$ cat src/rtl/ref_div_pkg.sv
package ref_div_pkg;
  localparam int unsigned GRP_W   = 2;
  localparam int unsigned POS_W   = 3;
  localparam int unsigned CODE_W  = GRP_W + POS_W;
  localparam int unsigned RATIO_W = 9;  // holds 448
  localparam int unsigned SHIFT_W = POS_W + 1;

  typedef logic [RATIO_W-1:0] ratio_t;
  typedef logic [CODE_W-1:0]  code_t;

  typedef enum logic [1:0] {
    ROUTE_LOW0 = 2'b00,
    ROUTE_LOW1 = 2'b01,
    ROUTE_REF  = 2'b10,
    ROUTE_CMP  = 2'b11
  } route_e;

  localparam ratio_t RESET_RATIO = ratio_t'(2);
endpackage

$ cat src/rtl/ratio_decode.sv
module ratio_decode
  import ref_div_pkg::*;
(
  input  code_t  code_i,
  output ratio_t ratio_o,
  output logic   illegal_o
);
  logic [GRP_W-1:0]   grp;
  logic [POS_W-1:0]   pos;
  logic [SHIFT_W-1:0] sh;

  assign grp = code_i[CODE_W-1:POS_W];
  assign pos = code_i[POS_W-1:0];

  always_comb begin
    illegal_o = (grp != '0) && (pos == '0);
    if (grp == '0) begin
      sh      = {1'b0, pos} + SHIFT_W'(1);
      ratio_o = ratio_t'(1) << sh;
    end else begin
      // base 4+grp is just a leading one above the family bits
      sh      = illegal_o ? '0 : ({1'b0, pos} - SHIFT_W'(1));
      ratio_o = ratio_t'({1'b1, grp}) << sh;
    end
  end
endmodule

$ cat src/rtl/ratio_hold.sv
module ratio_hold
  import ref_div_pkg::*;
(
  input  logic   clk_i,
  input  logic   rst_ni,
  input  ratio_t dec_ratio_i,
  input  logic   illegal_i,
  output ratio_t eff_ratio_o,
  output ratio_t hold_ratio_o
);
  ratio_t hold_q;

  always_ff @(posedge clk_i or negedge rst_ni) begin
    if (!rst_ni)         hold_q <= RESET_RATIO;
    else if (!illegal_i) hold_q <= dec_ratio_i;
  end

  assign eff_ratio_o  = illegal_i ? hold_q : dec_ratio_i;
  assign hold_ratio_o = hold_q;
endmodule

$ cat src/rtl/div_counter.sv
module div_counter
  import ref_div_pkg::*;
(
  input  logic   clk_i,
  input  logic   rst_ni,
  input  ratio_t next_ratio_i,
  output logic   tc_o,
  output logic   wave_o,
  output ratio_t act_ratio_o
);
  ratio_t cnt_q, act_q;

  assign tc_o = (cnt_q == '0);

  // reload only at terminal count: no runt periods
  always_ff @(posedge clk_i or negedge rst_ni) begin
    if (!rst_ni) begin
      cnt_q <= '0;
      act_q <= RESET_RATIO;
    end else if (tc_o) begin
      cnt_q <= next_ratio_i - ratio_t'(1);
      act_q <= next_ratio_i;
    end else begin
      cnt_q <= cnt_q - ratio_t'(1);
    end
  end

  assign wave_o      = (cnt_q >= (act_q >> 1));
  assign act_ratio_o = act_q;
endmodule

$ cat src/rtl/out_route.sv
module out_route
  import ref_div_pkg::*;
(
  input  logic       clk_i,
  input  logic       rst_ni,
  input  logic [1:0] sel_i,
  input  logic       wave_i,
  output logic       mux_o
);
  route_e sel_q;

  always_ff @(posedge clk_i or negedge rst_ni) begin
    if (!rst_ni) sel_q <= ROUTE_CMP;
    else         sel_q <= route_e'(sel_i);
  end

  always_comb begin
    unique case (sel_q)
      ROUTE_CMP: mux_o = wave_i;
      ROUTE_REF: mux_o = clk_i;
      default:   mux_o = 1'b0;
    endcase
  end
endmodule

$ cat src/rtl/ref_ratio_div.sv
module ref_ratio_div
  import ref_div_pkg::*;
(
  input  logic       clk_i,
  input  logic       rst_ni,
  input  logic [4:0] ratio_code_i,
  input  logic [1:0] route_sel_i,
  output logic       cmp_pulse_o,
  output logic       mux_o,
  output logic       illegal_o
);
  ratio_t dec_ratio, eff_ratio, hold_ratio, act_ratio;
  logic   wave;

  ratio_decode u_dec (
    .code_i    (code_t'(ratio_code_i)),
    .ratio_o   (dec_ratio),
    .illegal_o (illegal_o)
  );

  ratio_hold u_hold (
    .clk_i        (clk_i),
    .rst_ni       (rst_ni),
    .dec_ratio_i  (dec_ratio),
    .illegal_i    (illegal_o),
    .eff_ratio_o  (eff_ratio),
    .hold_ratio_o (hold_ratio)
  );

  div_counter u_cnt (
    .clk_i        (clk_i),
    .rst_ni       (rst_ni),
    .next_ratio_i (eff_ratio),
    .tc_o         (cmp_pulse_o),
    .wave_o       (wave),
    .act_ratio_o  (act_ratio)
  );

  out_route u_route (
    .clk_i  (clk_i),
    .rst_ni (rst_ni),
    .sel_i  (route_sel_i),
    .wave_i (wave),
    .mux_o  (mux_o)
  );
endmodule

$ cat config.mk
export PLATFORM = sky130hd
export DESIGN_NAME = ref_ratio_div
export DESIGN_NICKNAME = d
export VERILOG_FILES = /design/src/rtl/ref_div_pkg.sv /design/src/rtl/ratio_decode.sv /design/src/rtl/ratio_hold.sv /design/src/rtl/div_counter.sv /design/src/rtl/out_route.sv /design/src/rtl/ref_ratio_div.sv
export SDC_FILE = /design/constraint.sdc
export NUM_CORES = 1
export LEC_CHECK = 0
export BUFFER_PORTS_ARGS = -buffer_cell sky130_fd_sc_hd__buf_2
export CORE_UTILIZATION = 35
export CTS_CLUSTER_DIAMETER = 200
export CTS_CLUSTER_SIZE = 12
export DETAILED_ROUTE_END_ITERATION = 16
export PLACE_DENSITY = 0.63
export RECOVER_POWER = 100
export SKIP_LAST_GASP = 1
export SLEW_MARGIN = 20
export SYNTH_ARGS = -nofsm -noshare
export SYNTH_HDL_FRONTEND = slang
export SYNTH_HIERARCHICAL = 1
export SYNTH_SLANG_ARGS = --single-unit
$ cat constraint.sdc
create_clock -name clk_i -period 2.8 [get_ports clk_i]
set_input_delay 0.28 -clock clk_i [delete_from_list [all_inputs] [get_ports clk_i]]
set_output_delay 0.28 -clock clk_i [all_outputs]
set_load 0.005 [all_outputs]
==> flow_summary.ini <==
[placed_design]
port_buffers = 11
dpl_worst_slack_ns = -0.3756
place_congestion = 0.8202
dp_hpwl_mm = 3.150

[finish]
drive_above_1_share = 0.4024
layout.nets = 271
area_growth_pct = 27.68
diodes = 0
fillers = 502

[hold_path]
min_path_type = reg -> reg
hold_end = u_hold/hold_ratio_o[8]$_DFF_PN0_
hp-start = u_hold/hold_ratio_o[8]$_DFF_PN0_
min_path_cells = 1

[pwr]
powerDensity_mw_per_mm2 = 422.8
vdd_drop_max_mv = 0.2138
leakage_uw = 0.001179

[floorplan]
fp.dieArea_mm2 = 0.005934
die_y_um = 77.04
core.rowCount = 26
num_io_pins = 12
initial_core_util = 0.3739
die_w_um = 77.04
core_mm2 = 0.005270

[drt]
drtIter0Drc = 90
num_vias = 1603
viasPerCell = 5.073
wire_per_inst_um = 13.77
totalWireLength_mm = 4.350
dr.pass1.iters = 4
drcViolationCount = 0
final_antenna_net_count = 0

[worst_setup_path]
arrival_ns = 2.98
critical_path_required_ns = 3.06
max_stage_delay_ns = 0.54
crit_type = in -> reg
timing.rr.start = u_cnt/cnt_q[6]$_DFF_PN0_
crit_slowest_cell = or4_4
cp-end-kind = flip-flop
startpoint_type = primary input
reg2reg_depth = 8
cpMostUsedCell = buf_4
ff2ff_setup_slack_ns = 0.35
path_max_fanout = 6
crit_chain = buf_2 > inv_1 > ha_4 > nor2b_2 > buf_4 > a21oi_4 > buf_4 > a22o_1 > mux2_4 > or4_4 > or2_4 > nor2_1 > a31oi_1 > o32a_2
r2r-end = u_cnt/cnt_q[8]$_DFF_PN0_

[sta]
fin_crit_sh = 0.9697
tightest_slew_ns = 1.487
fin_ws_ns = 0.08478
slew_violations = 0
final.min_clock_period_ns = 2.715
finalSetupTns_ns = 0
slew_headroom = 0.008696
fmax_mhz = 368.3
fin_skew_ns = 0.006547
setup_viol = 0
hold_viol_final = 0

[synth]
netlist_area_mm2 = 0.001971
synthCells = 195
syn-num-nets = 219
synth_warnings = 6
synth.avg_cell_area_um2 = 10.11

[clocking]
clkLatencyLatePin_ns = 0.38
cts_tree = done
clk_pin_slew_worst_paths_ns = 0.09

[grt]
grtUsageTotal = 0.1561
antenna_found_initial = 0
grt_overflow_total = 0
grt_pass1_wl_mm = 7.300
grt_pass1_vias = 1564
grt_start_max_net_pins = 29

[outcome]
status = finished clean

[job]
maxCapViolCount = 0
flip-flops by register name, indices dropped and copies added, names as in the netlist:
signal / count
u_hold/hold_ratio_o: 9
u_cnt/cnt_q: 9
u_route/sel_q: 2
u_cnt/act_ratio_o: 8
where the power goes:
| part | internal, µW | switching, µW | leakage (µW) |
|---|---|---|---|
| clock network | 224 | 148 | 0.0000633 |
| registers | 424 | 10.4 | 0.000307 |
| logic | 137 | 121 | 0.000809 |
metal layers:
| metal | wire, µm | GRT usage |
|---|---|---|
| met5 | 0 | 0 |
| met4 | 8 | 0.08113 |
| met3 | 156 | 0.03214 |
| met2 | 2041 | 0.2321 |
| met1 | 2144 | 0.2121 |
cell usage in the layout (no fill, tap or decap), types with 2 or more instances in the layout:
cell type and n:
nand4_1 2, nand2b_1 3, a22o_1 6, dlygate4sd3_1 3, clkbuf_8 7, mux2_2 2, o21ai_0 7, mux2i_1 2
xnor2_1 4, mux2_4 9, a211oi_1 2, buf_2 10, o211ai_1 3, a31oi_1 3, a21oi_1 5, inv_1 11
ha_1 13, a21oi_2 2, or2_2 3, nand2_1 17, nor3_1 3, a21o_1 4, or3_4 2, nand3_1 4
dfrtp_1 24, dfstp_2 4, buf_4 37, a21oi_4 2, nor2_1 14, or4_4 3
critical path, delay by kind of cell:
family | cells | cell delay, ns
compound gates | 4 | 0.56
fa+ha+maj | 1 | 0.16
buf+inv | 4 | 0.53
mux | 1 | 0.28
simple gates | 4 | 1.18
per-stage QoR:
| step | instance area (µm²) | hold WS, ns | utilization | instances | power, µW |
|---|---|---|---|---|---|
| detailed placement | 2359 | 0.3318 | 0.4475 | 303 | 699.2 |
| CTS | 2485 | 0.4548 | 0.4715 | 313 | 1069 |
| floorplan | 2023 | -0.01559 | - | 195 | 597.7 |
| global route | 2516 | 0.5363 | 0.4774 | 316 | 1128 |
| global placement | 2359 | 0.3300 | 0.4475 | 303 | 697.7 |
| finish | 2516 | 0.5271 | 0.4774 | 316 | 1064 |
area by class of cell:
type	instances	area, µm²	share of cell area
multi-input cells	147	1207	0.4799
flip-flops and latches	28	705.7	0.2805
repair buffers	51	364.1	0.1447
clock buffers	8	101.3	0.04028
well taps	70	87.58	0.03481
inverters	12	50.05	0.01989
how the worst max path moves through the flow:
stage / startpoint / endpoint / depth (start not counted)
floorplan: ratio_code_i[0] / u_cnt/cnt_q[8]$_DFF_PN0_ / 14
detailed placement: ratio_code_i[1] / u_cnt/cnt_q[8]$_DFF_PN0_ / 13
global route: ratio_code_i[1] / u_cnt/cnt_q[8]$_DFF_PN0_ / 14
finish: ratio_code_i[1] / u_cnt/cnt_q[8]$_DFF_PN0_ / 14
global placement: ratio_code_i[1] / u_cnt/cnt_q[8]$_DFF_PN0_ / 13
CTS: ratio_code_i[1] / u_cnt/cnt_q[8]$_DFF_PN0_ / 14
what timing repair did:
item,CTS,global route
gates resized for setup,0,2
endpoints found under the hold margin,26,0
endpoints found under the setup margin,0,3
setup buffers,0,3
hold buffers,3,0
No activity file was read; power rests on OpenSTA's default activity.
